### src/rtl/pcap_pkg.sv
package pcap_pkg;

    localparam int TS_W = 32;

    // Encoding follows the sequence step numbers; OFF is the idle state before any arm.
    typedef enum logic [1:0] {
        ST_WAIT_START = 2'd0,
        ST_WAIT_STOP  = 2'd1,
        ST_DONE       = 2'd2,
        ST_OFF        = 2'd3
    } step_e;

    typedef struct packed {
        logic [TS_W-1:0] start_ts;
        logic [TS_W-1:0] stop_ts;
    } stamps_t;

    // Modulo-2^TS_W distance; a single counter wrap cancels out.
    function automatic logic [TS_W-1:0] stamp_span(input stamps_t s);
        return s.stop_ts - s.start_ts;
    endfunction

endpackage

### src/rtl/pcap_filter.sv
module pcap_filter #(
    parameter int RUN_LEN = 4
) (
    input  logic clk,
    input  logic rst,
    input  logic din,
    output logic level,
    output logic rise
);
    logic [RUN_LEN-1:0] hist;
    logic               level_d;

    always_ff @(posedge clk) begin
        if (rst) begin
            hist    <= '0;
            level   <= 1'b0;
            level_d <= 1'b0;
        end else begin
            hist <= {hist[RUN_LEN-2:0], din};
            if (&hist)
                level <= 1'b1;
            else if (~|hist)
                level <= 1'b0;
            level_d <= level;
        end
    end

    assign rise = level & ~level_d;

endmodule

### src/rtl/pcap_timebase.sv
module pcap_timebase #(
    parameter int                     W    = 32,
    parameter logic [W-1:0]           INIT = '0
) (
    input  logic         clk,
    input  logic         rst,
    output logic [W-1:0] now
);
    always_ff @(posedge clk) begin
        if (rst)
            now <= INIT;
        else
            now <= now + 1'b1;
    end
endmodule

### src/rtl/pcap_sequencer.sv
module pcap_sequencer
    import pcap_pkg::*;
(
    input  logic            clk,
    input  logic            rst,
    input  logic            arm,
    input  logic            rise,
    input  logic [TS_W-1:0] now,
    output step_e           step,
    output stamps_t         stamps
);
    always_ff @(posedge clk) begin
        if (rst) begin
            step   <= ST_OFF;
            stamps <= '0;
        end else if (arm) begin
            step <= ST_WAIT_START;
        end else begin
            case (step)
                ST_WAIT_START: if (rise) begin
                    stamps.start_ts <= now;
                    step            <= ST_WAIT_STOP;
                end
                ST_WAIT_STOP: if (rise) begin
                    stamps.stop_ts <= now;
                    step           <= ST_DONE;
                end
                default: ;
            endcase
        end
    end
endmodule

### src/rtl/period_capture.sv
module period_capture
    import pcap_pkg::*;
#(
    parameter int              FILT_LEN = 4,
    parameter logic [TS_W-1:0] CNT_INIT = '0
) (
    input  logic            clk,
    input  logic            rst,
    input  logic            arm,
    input  logic            sig_in,
    output logic            done,
    output logic [TS_W-1:0] period
);
    logic            filt_level;
    logic            filt_rise;
    logic [TS_W-1:0] now;
    step_e           step;
    stamps_t         stamps;

    pcap_filter #(.RUN_LEN(FILT_LEN)) u_filt (
        .clk(clk), .rst(rst), .din(sig_in), .level(filt_level), .rise(filt_rise)
    );

    pcap_timebase #(.W(TS_W), .INIT(CNT_INIT)) u_tb (
        .clk(clk), .rst(rst), .now(now)
    );

    pcap_sequencer u_seq (
        .clk(clk), .rst(rst), .arm(arm), .rise(filt_rise), .now(now),
        .step(step), .stamps(stamps)
    );

    assign done   = (step == ST_DONE);
    assign period = done ? stamp_span(stamps) : '0;

endmodule

### config.mk
export PLATFORM = sky130hd
export DESIGN_NAME = period_capture
export DESIGN_NICKNAME = d
export VERILOG_FILES = /design/src/rtl/pcap_pkg.sv /design/src/rtl/pcap_filter.sv /design/src/rtl/pcap_timebase.sv /design/src/rtl/pcap_sequencer.sv /design/src/rtl/period_capture.sv
export SDC_FILE = /design/constraint.sdc
export NUM_CORES = 1
export LEC_CHECK = 0
export BUFFER_PORTS_ARGS = -buffer_cell sky130_fd_sc_hd__buf_2
export CORE_MARGIN = 1.5
export CORE_UTILIZATION = 40
export DETAILED_ROUTE_END_ITERATION = 8
export GPL_TIMING_DRIVEN = 0
export PLACE_DENSITY = 0.65
export REMOVE_ABC_BUFFERS = 1
export SLEW_MARGIN = 5
export SYNTH_ARGS = -nofsm -noshare
export SYNTH_HDL_FRONTEND = slang
export SYNTH_SLANG_ARGS = --single-unit
### constraint.sdc
create_clock -name clk -period 7.06 [get_ports clk]
set_clock_uncertainty 0.15 [all_clocks]
set_input_delay 1.412 -clock clk [delete_from_list [all_inputs] [get_ports clk]]
set_output_delay 1.412 -clock clk [all_outputs]
set_load 0.01 [all_outputs]
==> impl_metrics.env, run 1 <==
export IMPL_die_y_um=125
export IMPL_status="finished, final reports clean"
export IMPL_cts_tree="built"
export IMPL_endpoint="period[20]"
export IMPL_cp_end_kind="output pin"
export IMPL_dp_cells=976
export IMPL_die_area_sq_um=15700
export IMPL_wl_met1_um=7000
export IMPL_tightest_slew_ns=1.23
export IMPL_stdcell_count=993
export IMPL_die_x_um=125
export IMPL_crit_path_start_kind="flip-flop"
export IMPL_synth_area_per_cell_sq_um=7.54
export IMPL_grt_pass1_vias=4720
export IMPL_grt_usage_pct=18.0
export IMPL_setup_viol=0
export IMPL_numCtsBuffers=9
export IMPL_required_ns=5.50
export IMPL_yosysTopAreaCellShare_pct=34.8
export IMPL_worstSetupStartpoint="u_seq.stamps[0]"
export IMPL_ys_async_sr_fraction_pct=0
export IMPL_routedWlPerCell_um=13.8
export IMPL_tns_ns=0
export IMPL_grt_antenna_before_repair=0
export IMPL_cts_sinks=104
export IMPL_reg2reg_slack_ns=4.54
export IMPL_start_util_pct=41.0
export IMPL_cts_buffer_depth=2
export IMPL_postRouteAntennaNets=0
export IMPL_syn_to_final_growth_pct=11.1
export IMPL_r2r_end="u_tb.now[31]"
export IMPL_gp_congestion=0.823
export IMPL_n_antenna_cell=0
export IMPL_slew_violations=0
export IMPL_wl_um=13700
export IMPL_first_pass_iters=6
export IMPL_synth_cell_types=67
export IMPL_drc_errors=0
export IMPL_finalNetCount=842
export IMPL_vias=5092
export IMPL_crit_arrival_ns=3.26
export IMPL_p_per_area_nw_per_um2=179
export IMPL_ir_drop_uv=106
export IMPL_path_clk_slew_ns=0.07
export IMPL_hold_violations=0
export IMPL_route_met2_wl_um=6200
export IMPL_yosys_top_cells_area="dfxtp_1, nand2_1, a21oi_1"
export IMPL_ioPinCount=37
export IMPL_drive_gt1_share_pct=9.52
export IMPL_yosys_most_used_dff="dfxtp_1"
export IMPL_finalCritPeriodShare_pct=68.3
export IMPL_cts_repair_resized=0
export IMPL_yosysSeqAreaShare_pct=34.8
export IMPL_grt_overflow_total=0
export IMPL_layout_min_cycle_time_ns=4.82
export IMPL_max_clock_freq_mhz=207
export IMPL_hp_class="reg2reg"
export IMPL_clk_latency_ns=0.35
export IMPL_drt_iter0_drc=377
export IMPL_place_area_sq_um=6290
export IMPL_clockRootBuffer="clkbuf_16"
export IMPL_path_class="reg2out"
export IMPL_ys_warnings_count=0
export IMPL_drv_cap=0
export IMPL_r2r_start="u_tb.now[3]"
export IMPL_synthCells=794
export IMPL_post_dp_hpwl_um=9940
export IMPL_design_area_sq_um=6650
export IMPL_h_tree_depth=3
export IMPL_grt_max_degree=58
export IMPL_synth_edf_count=0
export IMPL_synth_area_leader_cell="dfxtp_1"
export IMPL_p_total_mw=1.19
export IMPL_relSlewSlack_pct=17.9
export IMPL_crit_fanout=3
export IMPL_reg2reg_depth=7
export IMPL_core_area_sq_um=14600
export IMPL_top_layer_used="met4"
export IMPL_p_leak_nw=2.67
export IMPL_rsz0062_at_grt="false"
export IMPL_fill_cells=1495
export IMPL_ys_ff_latch=104
export IMPL_vias_per_cell=5.13
export IMPL_syn_cell_area_sq_um=5980
export IMPL_grt_pass1_wl_um=23100
export IMPL_cts_setup_buffers=0
export IMPL_fp_row_count=44
export IMPL_cts_hold_buf=0
export IMPL_wl_met3_um=274
export IMPL_io_buffers=36
layout by cell type (no fill, tap or decap), drive strengths merged, types with 3 or more instances in the layout:
master | Yosys | routed
o21bai | 6 | 6
o21ai | 22 | 22
nor2b | 10 | 10
buf | 3 | 40
and2 | 7 | 7
nor4 | 3 | 3
ha | 33 | 33
nand4 | 17 | 17
or2 | 3 | 3
mux2i | 7 | 7
dfxtp | 104 | 104
xor2 | 28 | 28
or3 | 5 | 5
nand3 | 16 | 16
o211ai | 4 | 4
nand2b | 11 | 11
clkbuf | 38 | 9
xnor2 | 20 | 20
nor3 | 10 | 10
bufinv | 0 | 3
nand2 | 173 | 173
a211oi | 4 | 4
nor2 | 70 | 70
o31ai | 5 | 5
and3 | 9 | 9
inv | 42 | 43
a21o | 14 | 14
a21boi | 3 | 3
o21a | 5 | 5
o2111ai | 3 | 3
a21oi | 96 | 96
cell usage after synthesis (all sizes together) (4+ instances only):
| cell | instances |
|---|---|
| nand2 | 173 |
| dfxtp | 104 |
| a21oi | 96 |
| nor2 | 70 |
| inv | 42 |
| clkbuf | 38 |
| ha | 33 |
| xor2 | 28 |
| o21ai | 22 |
| xnor2 | 20 |
| nand4 | 17 |
| nand3 | 16 |
| a21o | 14 |
| nand2b | 11 |
| nor2b | 10 |
| nor3 | 10 |
| and3 | 9 |
| and2 | 7 |
| mux2i | 7 |
| o21bai | 6 |
| o21a | 5 |
| o31ai | 5 |
| or3 | 5 |
| a211oi | 4 |
| o211ai | 4 |
registers in the layout (all words and copies together), names as in the netlist:
| register | count |
|---|---|
| u_seq.step | 2 |
| u_tb.now | 32 |
| u_seq.stamps | 64 |
| u_filt.level_d | 1 |
| u_filt.hist | 4 |
| u_filt.level | 1 |
worst min-delay path by stage:
stage                          start  slack [ns]                to  depth (start not counted)
floorplan            u_seq.stamps[0]        0.28   u_seq.stamps[0]                          2
CTS                 u_seq.stamps[56]        0.31  u_seq.stamps[56]                          2
global route        u_seq.stamps[15]        0.32  u_seq.stamps[15]                          2
global placement    u_seq.stamps[61]        0.29  u_seq.stamps[61]                          2
finish               u_seq.stamps[0]        0.30   u_seq.stamps[0]                          2
detailed placement  u_seq.stamps[56]        0.30  u_seq.stamps[56]                          2
worst max-delay path, stage by stage (launching register included):
cell	delay, ns
dfxtp_1	0.33
inv_1	0.06
ha_1	0.20
fa_1	0.38
and2b_1	0.25
o2111ai_1	0.20
a211oi_1	0.45
nor2_1	0.16
o31ai_1	0.32
a31oi_1	0.14
mux2i_1	0.24
buf_2	0.17
power breakdown:
part / switching (mW) / total [mW] / internal (mW) / leakage (nW)
logic: 0.0193 / 0.0260 / 0.00664 / 1.67
clock network: 0.223 / 0.570 / 0.347 / 0.162
registers: 0.00369 / 0.593 / 0.589 / 0.839
through the flow:
stage | utilization [%] | setup slack [ns] | hold slack [ns]
floorplan | - | 3.15 | 0.280
global placement | 42.8 | 2.01 | 0.292
detailed placement | 43.1 | 2.67 | 0.298
CTS | 45.5 | 2.24 | 0.307
global route | 45.6 | 2.03 | 0.321
finish | 45.6 | 2.24 | 0.305
layout make-up:
cell class / instances / area (sq um) / area share [%]
clock inverters: 7 / 119 / 1.79
multi-input cells: 606 / 3590 / 54.0
repair buffers: 40 / 240 / 3.61
inverters: 43 / 161 / 2.43
flip-flops and latches: 104 / 2080 / 31.3
clock buffers: 9 / 225 / 3.39
well taps: 184 / 230 / 3.46
metal layers:
layer	GRT usage, %	up-vias
met5	0	-
met4	8.02	0
met3	2.35	15
met2	28.4	57
met1	24.5	2320
li1	-	2700
kinds of logic after synthesis:
| logic type | synth area share (%) |
|---|---|
| mux | 1.17 |
| flops | 34.8 |
| xor+xnor | 7.03 |
| buf+inv | 5.31 |
| simple gates | 25.6 |
| fa+ha+maj | 7.24 |
| compound gates | 18.9 |
(Power assumes the default switching activity.)
==> run 2, diff against run 1 <==
--- a/config.mk
+++ b/config.mk
@@ -5,6 +5,7 @@
 export SDC_FILE = /design/constraint.sdc
 export NUM_CORES = 1
 export LEC_CHECK = 0
+export ABC_AREA = 1
 export BUFFER_PORTS_ARGS = -buffer_cell sky130_fd_sc_hd__buf_2
 export CORE_MARGIN = 1.5
 export CORE_UTILIZATION = 40
==> constraint.sdc (replaced) <==
create_clock -name clk -period 4.75 [get_ports clk]
set_clock_uncertainty 0.15 [all_clocks]
set_input_delay 0.95 -clock clk [delete_from_list [all_inputs] [get_ports clk]]
set_output_delay 0.95 -clock clk [all_outputs]
set_load 0.01 [all_outputs]
==> impl_metrics.env, run 2 <==
export IMPL_vias=6358
export IMPL_max_clock_freq_mhz=279
export IMPL_drv_cap=0
export IMPL_slew_violations=0
export IMPL_yosysMostFrequentCell="nand2_1"
export IMPL_status="finished, final reports clean"
export IMPL_ir_drop_uv=147
export IMPL_synth_edf_count=0
export IMPL_crit_fanout=5
export IMPL_hold_path_depth=2
export IMPL_reg2reg_depth=7
export IMPL_yosys_most_used_dff="dfxtp_1"
export IMPL_path_class="reg2out"
export IMPL_cp_end_kind="output pin"
export IMPL_crit_arrival_ns=2.48
export IMPL_post_dp_hpwl_um=12800
export IMPL_cts_repair_resized=0
export IMPL_synth_cell_types=40
export IMPL_fp_row_count=46
export IMPL_mostFrequentLayoutCells="nand2_1, inv_1, a21oi_1"
export IMPL_layout_commonest_cell="nand2_1"
export IMPL_drc_errors=0
export IMPL_postRouteAntennaNets=0
export IMPL_die_area_sq_um=17300
export IMPL_vias_per_cell=4.85
export IMPL_path_clk_slew_ns=0.08
export IMPL_fill_cells=1654
export IMPL_post_route_util_pct=46.1
export IMPL_grt_usage_pct=19.4
export IMPL_crit_path_start_kind="flip-flop"
export IMPL_cts_sinks=104
export IMPL_first_pass_iters=5
export IMPL_yosys_top_cells_area="dfxtp_1, nand2_1, inv_1"
export IMPL_worst_path_largest_cell_delay_ns=0.39
export IMPL_ys_async_sr_fraction_pct=0
export IMPL_hold_end="u_filt.hist[1]"
export IMPL_grt_overflow_total=0
export IMPL_min_from="u_filt.hist[0]"
export IMPL_routedWlPerCell_um=12.5
export IMPL_p_leak_nw=3.55
export IMPL_numCtsBuffers=9
export IMPL_reg2reg_slack_ns=2.89
export IMPL_io_buffers=36
export IMPL_tightest_slew_ns=0.669
export IMPL_h_tree_depth=3
export IMPL_relSlewSlack_pct=55.4
export IMPL_cts_buffer_depth=2
export IMPL_clk_latency_ns=0.36
export IMPL_rsz0062_at_grt="false"
export IMPL_synth_area_leader_cell="dfxtp_1"
export IMPL_synthCells=1065
export IMPL_synthAdderAreaFrac_pct=6.53
export IMPL_syn_cell_area_sq_um=6630
export IMPL_core_area_sq_um=16100
export IMPL_r2r_start="u_tb.now[5]"
export IMPL_drt_iter0_drc=459
export IMPL_ioPinCount=37
export IMPL_synthMuxAreaShare_pct=0
export IMPL_cts_tree="built"
export IMPL_required_ns=3.65
export IMPL_synth_top_cells_by_count="nand2_1, inv_1, a21oi_1"
export IMPL_die_y_um=132
export IMPL_synth_compound_area_share_pct=16.6
export IMPL_yosysSeqAreaShare_pct=31.4
export IMPL_synth_area_per_cell_sq_um=6.22
export IMPL_grt_antenna_before_repair=0
export IMPL_crit_path_top_delay_cell="ha_1"
export IMPL_yosysTopAreaCellShare_pct=31.4
export IMPL_hp_class="reg2reg"
export IMPL_r2r_end="u_tb.now[21]"
export IMPL_top_regs="u_seq.stamps x64, u_tb.now x32, u_filt.hist x4"
export IMPL_largest_register="u_seq.stamps"
export IMPL_ys_warnings_count=0
export IMPL_cts_setup_buffers=0
export IMPL_synth_xor_area_share_pct=0.925
export IMPL_syn_to_final_growth_pct=11.7
export IMPL_start_util_pct=41.3
export IMPL_gp_congestion=0.872
export IMPL_path_cells="inv_1 -> ha_1 -> nand2_1 -> inv_1 -> nand2_1 -> nor3_1 -> and2_1 -> nand2_1 -> nand3_1 -> nand2_1 -> nor2_1 -> buf_2"
export IMPL_hold_violations=0
export IMPL_layout_min_cycle_time_ns=3.58
export IMPL_wl_um=16400
export IMPL_grt_max_degree=50
export IMPL_grt_pass1_vias=5730
export IMPL_ys_ff_latch=104
export IMPL_setup_viol=0
export IMPL_drive_gt1_share_pct=7.66
export IMPL_finalCritPeriodShare_pct=75.4
export IMPL_synth_simple_area_share_pct=31.7
export IMPL_clockRootBuffer="clkbuf_16"
export IMPL_cts_hold_buf=0
export IMPL_synth_top_family_by_area="simple AND/OR/NAND/NOR gates"
export IMPL_grt_pass1_wl_um=27800
export IMPL_p_per_area_nw_per_um2=226
export IMPL_crit_top_cell="nand2_1"
export IMPL_tns_ns=0
export IMPL_n_antenna_cell=0
export IMPL_finalNetCount=1129
export IMPL_whs_ns=0.293
export IMPL_largest_reg_flops=64
export IMPL_die_x_um=132
## run 2: cell count changes in the layout (fill, tap and decap cells not counted), sizes merged, moves of 23 or more
cell	before	now
nand2	173	278
nor2	70	106
o21ai	22	86
nand3	16	51
a21oi	96	119
xor2	28	2
inv	43	201
## run 2: worst max path at each step
| stage | from | endpoint | slack, ns | cells after the start |
|---|---|---|---|---|
| final | u_seq.stamps[52] | period[31] | 1.17 | 12 |
| after global routing | u_seq.stamps[52] | period[31] | 0.96 | 12 |
| after CTS | u_seq.stamps[52] | period[31] | 1.19 | 12 |
| after detailed placement | u_seq.stamps[55] | period[31] | 1.58 | 12 |
| after global placement | u_seq.step[1] | period[0] | 0.79 | 5 |
| after floorplan | u_seq.stamps[0] | period[16] | 1.87 | 12 |
## run 2: where the power goes
part	internal [mW]	switching [mW]
registers	0.875	0.00472
logic	0.0135	0.0314
clock network	0.379	0.372
## run 2: through the flow
step / power (mW) / cells / worst slack, ns / area [sq um]
2_1_floorplan: 0.926 / 1039 / 1.87 / 6520
3_3_place_gp: 0.942 / 1291 / 0.786 / 6970
3_5_place_dp: 0.946 / 1296 / 1.58 / 7090
4_1_cts: 1.69 / 1312 / 1.19 / 7400
5_1_grt: 1.73 / 1312 / 0.956 / 7400
6_report: 1.68 / 1312 / 1.17 / 7400
## run 2: worst max-delay path: cells and delay by family, from the launching register on
kind	cells	cell delay (ns)
flops	1	0.34
fa+ha+maj	1	0.39
simple gates	8	1.09
buf+inv	3	0.31
## run 2: cell type report
type	instances	area, sq um	share of cell area [%]
clock buffers	9	225	3.04
clock inverters	7	88.8	1.20
inverters	198	746	10.1
multi-input cells	737	3700	50.0
flip-flops and latches	104	2080	28.1
well taps	216	270	3.65
repair buffers	41	290	3.92
## run 2: kinds of logic (layout without fill, tap and decap cells)
family,Yosys count,after routing
buffers and inverters,224,255
xor gates and xnor gates,7,7
adders and majority gates,34,34
DFF,104,104
AOI/OAI and AO/OA,215,215
and+or+nand+nor,481,481
## run 2: layer usage
| layer | vias up | global-route usage [%] | share of wire, % |
|---|---|---|---|
| met2 | 116 | 31.5 | 44 |
| met3 | 20 | 2.51 | 2.9 |
| met5 | - | 0 | 0 |
| met1 | 2803 | 26.6 | 51 |
| met4 | 0 | 6.54 | 2.1 |
| li1 | 3419 | - | - |
==> run 3, diff against run 2 <==
--- a/config.mk
+++ b/config.mk
@@ -5,13 +5,13 @@
 export SDC_FILE = /design/constraint.sdc
 export NUM_CORES = 1
 export LEC_CHECK = 0
-export ABC_AREA = 1
+export ABC_AREA = 0
 export BUFFER_PORTS_ARGS = -buffer_cell sky130_fd_sc_hd__buf_2
 export CORE_MARGIN = 1.5
 export CORE_UTILIZATION = 40
 export DETAILED_ROUTE_END_ITERATION = 8
 export GPL_TIMING_DRIVEN = 0
-export PLACE_DENSITY = 0.65
+export PLACE_DENSITY = 0.68
 export REMOVE_ABC_BUFFERS = 1
 export SLEW_MARGIN = 5
 export SYNTH_ARGS = -nofsm -noshare
==> constraint.sdc (replaced) <==
create_clock -name clk -period 3.1 [get_ports clk]
set_clock_uncertainty 0.15 [all_clocks]
set_input_delay 0.62 -clock clk [delete_from_list [all_inputs] [get_ports clk]]
set_output_delay 0.62 -clock clk [all_outputs]
set_load 0.01 [all_outputs]
==> impl_metrics.env, run 3 (synthesis gave the netlist of run 1 again) <==
export IMPL_hp_class="reg2reg"
export IMPL_numCtsBuffers=9
export IMPL_ioPinCount=37
export IMPL_swShare_pct=21.8
export IMPL_vias=5410
export IMPL_post_dp_hpwl_um=9970
export IMPL_grt_pass1_wl_um=24800
export IMPL_ir_drop_uv=231
export IMPL_fp_row_count=44
export IMPL_gp_congestion=0.842
export IMPL_finalCritPeriodShare_pct=116
export IMPL_layout_commonest_cell="nand2_1"
export IMPL_status="finished, violations left"
export IMPL_core_area_sq_um=14600
export IMPL_vias_per_cell=5.30
export IMPL_wl_met1_um=7230
export IMPL_grt_pass1_vias=4956
export IMPL_worst_slack_ns=-0.497
export IMPL_syn_to_final_growth_pct=22.9
export IMPL_cp_end_kind="output pin"
export IMPL_fill_cells=1376
export IMPL_cts_buffer_depth=2
export IMPL_finalNetCount=869
export IMPL_top_layer_used="met4"
export IMPL_routedWlPerCell_um=14.9
export IMPL_layout_min_cycle_time_ns=3.60
export IMPL_mostFrequentLayoutCells="nand2_1, dfxtp_1, a21oi_1"
export IMPL_grt_usage_pct=19.3
export IMPL_drt_iter0_drc=334
export IMPL_p_comb_share_pct=2.4
export IMPL_required_ns=2.33
export IMPL_clockPowerShare_pct=44.7
export IMPL_setup_viol=24
export IMPL_die_area_sq_um=15700
export IMPL_start_util_pct=41.0
export IMPL_grt_antenna_before_repair=0
export IMPL_seq_area_sq_um=2100
export IMPL_worst_path_largest_cell_delay_ns=0.33
export IMPL_path_clk_slew_ns=0.07
export IMPL_hold_path_depth=2
export IMPL_die_y_um=125
export IMPL_grt_max_degree=85
export IMPL_die_x_um=125
export IMPL_first_pass_iters=5
export IMPL_whs_ns=0.305
export IMPL_p_int_mw=1.99
export IMPL_p_sw_uw=555
export IMPL_slew_violations=0
export IMPL_reg2reg_depth=7
export IMPL_top_regs="u_seq.stamps x64, u_tb.now x32, u_filt.hist x4"
export IMPL_drive_gt1_share_pct=22.4
export IMPL_largest_reg_flops=64
export IMPL_hold_violations=0
export IMPL_multi_input_area_sq_um=4100
export IMPL_crit_path_top_delay_cell="dfxtp_2"
export IMPL_drc_errors=0
export IMPL_max_clock_freq_mhz=278
export IMPL_clk_latency_ns=0.36
export IMPL_postRouteAntennaNets=0
export IMPL_crit_fanout=3
export IMPL_p_seq_share_pct=53.0
export IMPL_crit_arrival_ns=2.83
export IMPL_h_tree_depth=3
export IMPL_route_met2_wl_um=7290
export IMPL_drv_cap=0
export IMPL_n_antenna_cell=0
export IMPL_largest_register="u_seq.stamps"
export IMPL_cts_sinks=104
export IMPL_failed_checks="negative setup slack"
export IMPL_grt_overflow_total=0
export IMPL_rsz0062_at_grt="true"
export IMPL_p_leak_nw=2.90
export IMPL_clockRootBuffer="clkbuf_16"
export IMPL_path_cells="inv_2 -> ha_4 -> fa_2 -> and2b_2 -> o2111ai_4 -> a211oi_4 -> nor2_2 -> o31ai_2 -> a31oi_1 -> mux2i_1 -> buf_2"
export IMPL_path_class="reg2out"
export IMPL_wl_met3_um=425
export IMPL_p_per_area_nw_per_um2=346
export IMPL_tightest_slew_ns=1.25
export IMPL_io_buffers=36
export IMPL_post_route_util_pct=50.4
export IMPL_crit_path_start_kind="flip-flop"
export IMPL_wl_um=15200
export IMPL_cts_tree="built"
export IMPL_relSlewSlack_pct=16.6
## run 3: cell types whose count changed in the layout (fill, tap and decap cells not counted), moves of 13 or more
cell and delta:
buf_4 +23, nand2_1 -105, nor2_1 -32, ha_1 -17
xor2_1 +20, inv_1 -157, o21ai_0 -72, nand3_1 -33
xnor2_1 +13, a21oi_1 -37
## run 3: cell type report
class	instances	share of cell area, %
clock buffers	15	3.91
clock inverters	1	0.119
inverters	43	2.20
multi-input cells	606	55.8
flip-flops and latches	104	28.5
well taps	184	3.13
repair buffers	67	6.33
## run 3: metrics by stage
stage	power (mW)	cell area, sq um	std cells	setup WS (ns)	TNS [ns]
after detailed placement	1.44	6290	976	-0.468	-4.12
after global routing	2.63	7350	1020	-0.598	-10.65
after CTS	2.57	7070	1011	-0.568	-8.19
after global placement	1.43	6240	973	-1.16	-39.38
after floorplan	1.40	5830	753	-0.0150	-0.0150
final	2.55	7350	1020	-0.497	-7.82
## run 3: power by group through the flow
stage / combinational [mW] / clock [mW] / sequential (mW)
2_1_floorplan: 0.0231 / 0 / 1.38
5_1_grt: 0.0660 / 1.21 / 1.35
6_report: 0.0600 / 1.14 / 1.35
4_1_cts: 0.0599 / 1.16 / 1.35
3_5_place_dp: 0.0595 / 0 / 1.38
3_3_place_gp: 0.0538 / 0 / 1.38
## run 3: final timing paths
check	start	endpoint	slack (ns)
worst max-delay path	u_seq.stamps[0]	period[20]	-0.50
worst min-delay path	u_seq.stamps[58]	u_seq.stamps[58]	0.30
worst max register to register	u_tb.now[3]	u_tb.now[31]	0.53
worst min register to register	u_seq.stamps[58]	u_seq.stamps[58]	0.30
## run 3: critical path: cells and delay by family (launching register included)
family	cells	cell delay (ns)
AO/OA/AOI/OAI	4	0.88
adder cells (fa/ha/maj)	2	0.47
AND/OR/NAND/NOR	2	0.35
flip-flops	1	0.33
buffers and inverters	2	0.22
multiplexers	1	0.22
## run 3: per-layer routing
metal	global-route usage (%)	vias up
li1	-	2749
met1	25.5	2557
met2	32.1	88
met3	3.08	16
met4	6.82	0
met5	0	-
## run 3: what timing repair did
| item | 4_1_cts | 5_1_grt |
|---|---|---|
| gates resized for setup | 75 | 41 |
| setup buffers | 19 | 10 |
| hold buffers | 0 | 0 |
| pin swaps | 37 | 26 |
| endpoints found under the setup margin | 27 | 26 |
